[src/rtl/ssq_pkg.sv]
package ssq_pkg;

  // Upper bound on channel count handled by the helper functions.
  localparam int MAX_CH = 16;

  // Lowest set index strictly above 'after', or -1 when none remains.
  function automatic int next_set(input logic [MAX_CH-1:0] m, input int after);
    int r;
    r = -1;
    for (int i = MAX_CH - 1; i >= 0; i--) begin
      if (m[i] && (i > after)) r = i;
    end
    return r;
  endfunction

endpackage

[src/rtl/ssq_ctrl.sv]
module ssq_ctrl #(
  parameter int NCH      = 4,
  parameter int CONV_CYC = 206,
  parameter int EOC_LEN  = 13,
  localparam int CHW = (NCH > 1) ? $clog2(NCH) : 1
) (
  input  logic           clk,
  input  logic           rst_n,
  input  logic           conv_start,
  input  logic [NCH-1:0] ch_sel,
  output logic           go,
  output logic           done,
  output logic [CHW-1:0] cur_ch,
  output logic [CHW-1:0] done_slot,
  output logic [CHW-1:0] last_slot,
  output logic           busy,
  output logic           eoc_n
);
  localparam int CW = $clog2(CONV_CYC + 1);
  localparam int EW = $clog2(EOC_LEN + 1);

  logic                       start_q;
  logic                       busy_r;
  logic [CW-1:0]              cnt;
  logic [NCH-1:0]             mask;
  logic [CHW-1:0]             cur_r;
  logic [CHW-1:0]             slot_r;
  logic [CHW-1:0]             last_r;
  logic [EW-1:0]              eoc_cnt;
  logic                       eoc_r;
  logic [ssq_pkg::MAX_CH-1:0] sel_w;
  logic [ssq_pkg::MAX_CH-1:0] mask_w;
  int                         first_i;
  int                         next_i;

  always_comb begin
    sel_w  = '0;
    mask_w = '0;
    sel_w[NCH-1:0]  = ch_sel;
    mask_w[NCH-1:0] = mask;
    first_i = ssq_pkg::next_set(sel_w, -1);
    next_i  = ssq_pkg::next_set(mask_w, int'(cur_r));
  end

  assign go   = conv_start && !start_q && !busy_r && (|ch_sel);
  assign done = busy_r && (cnt == '0);

  // Sequence state: channel walk and interval counter.
  always_ff @(posedge clk or negedge rst_n) begin
    if (!rst_n) begin
      start_q <= 1'b0;
      busy_r  <= 1'b0;
      cnt     <= '0;
      mask    <= '0;
      cur_r   <= '0;
      slot_r  <= '0;
      last_r  <= '0;
    end else begin
      start_q <= conv_start;
      if (go) begin
        busy_r <= 1'b1;
        mask   <= ch_sel;
        cur_r  <= CHW'(first_i);
        slot_r <= '0;
        last_r <= CHW'($countones(ch_sel) - 1);
        cnt    <= CW'(CONV_CYC - 1);
      end else if (done) begin
        if (next_i >= 0) begin
          cur_r  <= CHW'(next_i);
          slot_r <= slot_r + 1'b1;
          cnt    <= CW'(CONV_CYC - 1);
        end else begin
          busy_r <= 1'b0;
        end
      end else if (busy_r) begin
        cnt <= cnt - 1'b1;
      end
    end
  end

  // End-of-conversion pulse stretcher.
  always_ff @(posedge clk or negedge rst_n) begin
    if (!rst_n) begin
      eoc_r   <= 1'b1;
      eoc_cnt <= '0;
    end else if (done) begin
      eoc_r   <= 1'b0;
      eoc_cnt <= EW'(EOC_LEN - 1);
    end else if (eoc_cnt != '0) begin
      eoc_cnt <= eoc_cnt - 1'b1;
    end else begin
      eoc_r <= 1'b1;
    end
  end

  assign cur_ch    = cur_r;
  assign done_slot = slot_r;
  assign last_slot = last_r;
  assign busy      = busy_r;
  assign eoc_n     = eoc_r;
endmodule

[src/rtl/ssq_bank.sv]
module ssq_bank #(
  parameter int NCH = 4,
  parameter int DW  = 12,
  localparam int CHW = (NCH > 1) ? $clog2(NCH) : 1
) (
  input  logic              clk,
  input  logic              rst_n,
  input  logic              go,
  input  logic              done,
  input  logic [CHW-1:0]    cur_ch,
  input  logic [CHW-1:0]    done_slot,
  input  logic [NCH*DW-1:0] sample_in,
  input  logic [CHW-1:0]    rd_slot,
  output logic [DW-1:0]     rd_word
);
  logic [DW-1:0] hold [NCH];
  logic [DW-1:0] res  [NCH];
  logic [DW-1:0] conv_word;

  assign conv_word = hold[cur_ch];

  for (genvar g = 0; g < NCH; g++) begin : g_ch
    // Track/hold: every channel frozen on the same edge.
    always_ff @(posedge clk or negedge rst_n) begin
      if (!rst_n)  hold[g] <= '0;
      else if (go) hold[g] <= sample_in[g*DW +: DW];
    end

    // Output slot g, filled by the g-th completion of a sequence.
    always_ff @(posedge clk or negedge rst_n) begin
      if (!rst_n)                             res[g] <= '0;
      else if (done && (done_slot == CHW'(g))) res[g] <= conv_word;
    end
  end

  assign rd_word = res[rd_slot];
endmodule

[src/rtl/ssq_rdport.sv]
module ssq_rdport #(
  parameter int NCH = 4,
  parameter int DW  = 12,
  localparam int CHW = (NCH > 1) ? $clog2(NCH) : 1
) (
  input  logic           clk,
  input  logic           rst_n,
  input  logic           cs_n,
  input  logic           rd_n,
  input  logic           done,
  input  logic [CHW-1:0] done_slot,
  input  logic [CHW-1:0] last_slot,
  input  logic [DW-1:0]  rd_word,
  output logic [CHW-1:0] ptr,
  output logic           first_data,
  output logic [DW-1:0]  db,
  output logic           db_en
);
  logic           rd_q;
  logic           rd_rise;
  logic [CHW-1:0] ptr_r;

  assign rd_rise = rd_n && !rd_q && !cs_n;

  // A completion outranks a wrap in the same cycle.
  always_ff @(posedge clk or negedge rst_n) begin
    if (!rst_n) begin
      rd_q  <= 1'b1;
      ptr_r <= '0;
    end else begin
      rd_q <= rd_n;
      if (done)                                ptr_r <= done_slot;
      else if (rd_rise && (ptr_r == last_slot)) ptr_r <= '0;
    end
  end

  assign ptr        = ptr_r;
  assign first_data = (ptr_r == '0);
  assign db_en      = !cs_n && !rd_n;
  assign db         = db_en ? rd_word : '0;
endmodule

[src/rtl/sampling_seq_core.sv]
module sampling_seq_core #(
  parameter int NCH      = 4,
  parameter int DW       = 12,
  parameter int CONV_CYC = 206,
  parameter int EOC_LEN  = 13
) (
  input  logic              clk,
  input  logic              rst_n,
  input  logic              conv_start,
  input  logic [NCH-1:0]    ch_sel,
  input  logic [NCH*DW-1:0] sample_in,
  input  logic              cs_n,
  input  logic              rd_n,
  output logic              busy,
  output logic              eoc_n,
  output logic              first_data,
  output logic [DW-1:0]     db,
  output logic              db_en
);
  localparam int CHW = (NCH > 1) ? $clog2(NCH) : 1;

  logic           go;
  logic           done;
  logic [CHW-1:0] cur_ch;
  logic [CHW-1:0] done_slot;
  logic [CHW-1:0] last_slot;
  logic [CHW-1:0] ptr;
  logic [DW-1:0]  rd_word;

  ssq_ctrl #(.NCH(NCH), .CONV_CYC(CONV_CYC), .EOC_LEN(EOC_LEN)) u_ctrl (
    .clk(clk), .rst_n(rst_n), .conv_start(conv_start), .ch_sel(ch_sel),
    .go(go), .done(done), .cur_ch(cur_ch), .done_slot(done_slot),
    .last_slot(last_slot), .busy(busy), .eoc_n(eoc_n)
  );

  ssq_bank #(.NCH(NCH), .DW(DW)) u_bank (
    .clk(clk), .rst_n(rst_n), .go(go), .done(done), .cur_ch(cur_ch),
    .done_slot(done_slot), .sample_in(sample_in), .rd_slot(ptr),
    .rd_word(rd_word)
  );

  ssq_rdport #(.NCH(NCH), .DW(DW)) u_rd (
    .clk(clk), .rst_n(rst_n), .cs_n(cs_n), .rd_n(rd_n), .done(done),
    .done_slot(done_slot), .last_slot(last_slot), .rd_word(rd_word),
    .ptr(ptr), .first_data(first_data), .db(db), .db_en(db_en)
  );
endmodule

[config.mk]
export PLATFORM = sky130hd
export DESIGN_NAME = sampling_seq_core
export DESIGN_NICKNAME = d
export VERILOG_FILES = /design/src/rtl/ssq_pkg.sv /design/src/rtl/ssq_ctrl.sv /design/src/rtl/ssq_bank.sv /design/src/rtl/ssq_rdport.sv /design/src/rtl/sampling_seq_core.sv
export SDC_FILE = /design/constraint.sdc
export NUM_CORES = 1
export LEC_CHECK = 0
export CAP_MARGIN = 30
export CORE_MARGIN = 4
export CORE_UTILIZATION = 55
export DETAILED_ROUTE_END_ITERATION = 8
export PLACE_DENSITY = 0.85
export SYNTH_ARGS = -nofsm -noshare
export SYNTH_HDL_FRONTEND = slang
export SYNTH_SLANG_ARGS = --single-unit
[constraint.sdc]
create_clock -name clk -period 2.3 [get_ports clk]
set_clock_uncertainty 0.1 [all_clocks]
set_input_delay 0.46 -clock clk [delete_from_list [all_inputs] [get_ports clk]]
set_output_delay 0.46 -clock clk [all_outputs]
set_load 0.005 [all_outputs]
==> out/qor.yml <==
status: "finished, violations left"
violations: "negative setup slack"
insertedDiodeCount: 0
rsz0062_at_grt: "yes"
portBuffers: 72
ios: 73
finalSetupViolCount: 12
root_buffer: "clkbuf_8"
hold_viol: 0
synth_area_um2: 5730
critPathArrivalTime_ns: 1.94
overflow: 0
dieWidth_um: 110
synth_ff_type: "dfrtp_1"
numCtsBuffers: 17
synth_compound_area_frac: 0.0384
tightest_slew_ns: 0.657
hpwl_um: 8420
wirelength_um: 13100
cts_tree: "yes"
core_um2: 9950
synthMuxAreaShare: 0.201
yosys_warnings: 0
die_h_um: 110
synth-adder-area-share: 0.0188
cts.path.max_buffers: 2
cts_max_level: 4
cts.clk_slew.worst_paths_ns: 0.06
synth_top_family_by_area: "multiplexers"
synth-xor-area-share: 0.00612
grt_max_degree: 124
dpl_cell_area_um2: 6720
place.gp.congestion: 0.804
worstSetupStartpointType: "register"
required_ns: 1.74
critPathCapture: "db[10]"
clock_latency_ns: 0.52
post-route-worst-setup-slack_ns: -0.205
vias: 4045
irDropWorstVdd_v: 0.000568
drtIter0Drc: 247
total_power_mw: 8.64
ant_nets: 0
seq_area_frac_synth: 0.538
synth-edff-count: 0
startpoint: "u_rd.ptr[0]$_DFFE_PN0P_"
pre_cts_ws_ns: -0.186
nets: 658
start_util: 0.575
relSlewSlack: 0.562
die_area_um2: 12100
cp_max_fo: 4
cellLeakagePower_nw: 3.63
fmax_ghz: 0.399
hold-worst-slack_ns: 0.311
synth.distinct_cells: 50
hold_class: "input port to register"
drc_errors: 0
crit_type: "register to primary output"
powerDensity_nw_per_um2: 1170
slew_violations: 0
yosys.area_share.simple: 0.166
ys_seq_elements: 123
maxCapViolCount: 0
synthCells: 495
rows: 36
antenna_found_initial: 0
wl_per_cell_um: 17.7
track_usage: 0.239
setup_tns_ns: -2.11
fin_cells: 738
reg2reg_depth: 6
grt_pass1_vias: 4329
r2r-end: "u_bank.res[16]$_DFFE_PN0P_"
first_pass_iters: 5
areaGrowthSynthToFinish_pct: 29.2
grt_pass1_wl_um: 21400
avgSynthCellArea_um2: 11.6
rrSetupSlack_ns: 0.17
dp.cells: 695
fin_crit_ns: 2.50
synthesis.nets: 560
via_per_inst: 5.48
end_kind: "primary output"
r2r_start: "u_ctrl.cnt[0]$_DFFE_PN0P_"
finalCritPeriodShare: 1.09
cts.sinks: 123
async_flop_share: 1.00
design_area_um2: 7400
drive_gt1_frac: 0.278
final_core_util: 0.743
## routing by layer
metal,share of wire,track usage,vias to the layer above
li1,-,-,1871
met1,0.41,0.293,2016
met2,0.52,0.404,123
met3,0.042,0.0513,35
met4,0.030,0.115,0
met5,0,0,-
## power breakdown
| part | total (mW) | switching [mW] | internal [mW] |
|---|---|---|---|
| clock | 2.50 | 0.943 | 1.55 |
| combinational | 2.73 | 1.30 | 1.43 |
| sequential | 3.41 | 0.516 | 2.90 |
| total | 8.64 | 2.76 | 5.88 |
## cells in the mapped netlist (2+ instances only)
library cell	instances	area [um^2]
nor2_1	13	48.8
nand3_1	5	25.0
clkbuf_1	10	37.5
mux4_2	24	541
and2_1	12	75.1
mux2_2	39	439
o21ai_0	7	35.0
ha_1	7	87.6
nand2b_1	5	31.3
buf_6	2	22.5
buf_2	14	70.1
a21oi_1	6	30.0
xnor2_1	3	26.3
or2_2	2	12.5
dfrtp_1	121	3030
nand2_1	160	601
mux2_4	10	150
nand3b_1	2	15.0
inv_1	12	45.0
nor2b_1	2	12.5
a21boi_0	2	15.0
dfstp_2	2	52.6
or3_1	3	18.8
nor3_1	2	10.0
mux2i_1	2	20.0
a22o_1	3	26.3
a211oi_1	2	15.0
## timing repair
item / in CTS / in global routing
gates resized for setup: 62 / 7
setup buffers: 6 / 5
endpoints found under the hold margin: 121 / 0
hold buffers: 1 / 0
pin swaps: 12 / 1
setup endpoints to repair: 13 / 14
## cell usage in the layout (no fill, tap or decap), types with 10 or more instances in the layout
| cell type | n |
|---|---|
| mux4_2 | 24 |
| clkdlybuf4s50_1 | 58 |
| mux2_4 | 10 |
| nor2_1 | 12 |
| dfrtp_1 | 121 |
| clkbuf_16 | 16 |
| inv_1 | 12 |
| buf_6 | 13 |
| mux2_2 | 39 |
| nand2_1 | 160 |
| buf_4 | 23 |
## registers in the layout, indices dropped and copies added (netlist names)
register          cells
u_bank.res           48
u_rd.ptr              2
u_bank.hold          48
u_ctrl.busy           1
u_ctrl.cur_ch         2
u_ctrl.eoc_n          1
u_ctrl.cnt            8
u_ctrl.eoc_cnt        4
u_ctrl.start_q        1
u_ctrl.done_slot      2
u_ctrl.mask           3
u_rd.rd_q             1
u_ctrl.last_slot      2
## critical path: stages (launching register included)
cell and delay (ns):
dfrtp_1 0.40, buf_6 0.14, buf_12 0.11, mux4_2 0.50, and2_1 0.15, buf_2 0.12
## worst min path at each step
stage	from	to	slack [ns]	depth (start not counted)
2_1_floorplan	rst_n	u_bank.hold[0]$_DFFE_PN0P_	0.06	0
3_3_place_gp	u_bank.hold[15]$_DFFE_PN0P_	u_bank.hold[15]$_DFFE_PN0P_	0.35	2
3_5_place_dp	u_ctrl.eoc_n$_DFFE_PN1P_	u_ctrl.eoc_n$_DFFE_PN1P_	0.36	2
4_1_cts	conv_start	u_ctrl.start_q$_DFF_PN0_	0.30	1
5_1_grt	conv_start	u_ctrl.start_q$_DFF_PN0_	0.30	1
6_report	conv_start	u_ctrl.start_q$_DFF_PN0_	0.31	1
## cell type report
type	count	area [um^2]
Inverter	12	45.0
Multi-Input combinational cell	332	2500
Timing Repair Buffer	107	1050
Clock inverter	12	124
Sequential cell	123	3080
Tap cell	133	166
Clock buffer	19	432
Fill cell	599	2550
## kinds of logic (layout without fill, tap and decap cells)
kind of cell               after synthesis  count (layout)
and+or+nand+nor                        214             214
muxes                                   75              75
DFF                                    123             123
AOI/OAI and AO/OA                       31              31
adders and majority gates                8               8
xor gates and xnor gates                 4               4
buffers and inverters                   40             150
(Power assumes the default switching activity.)
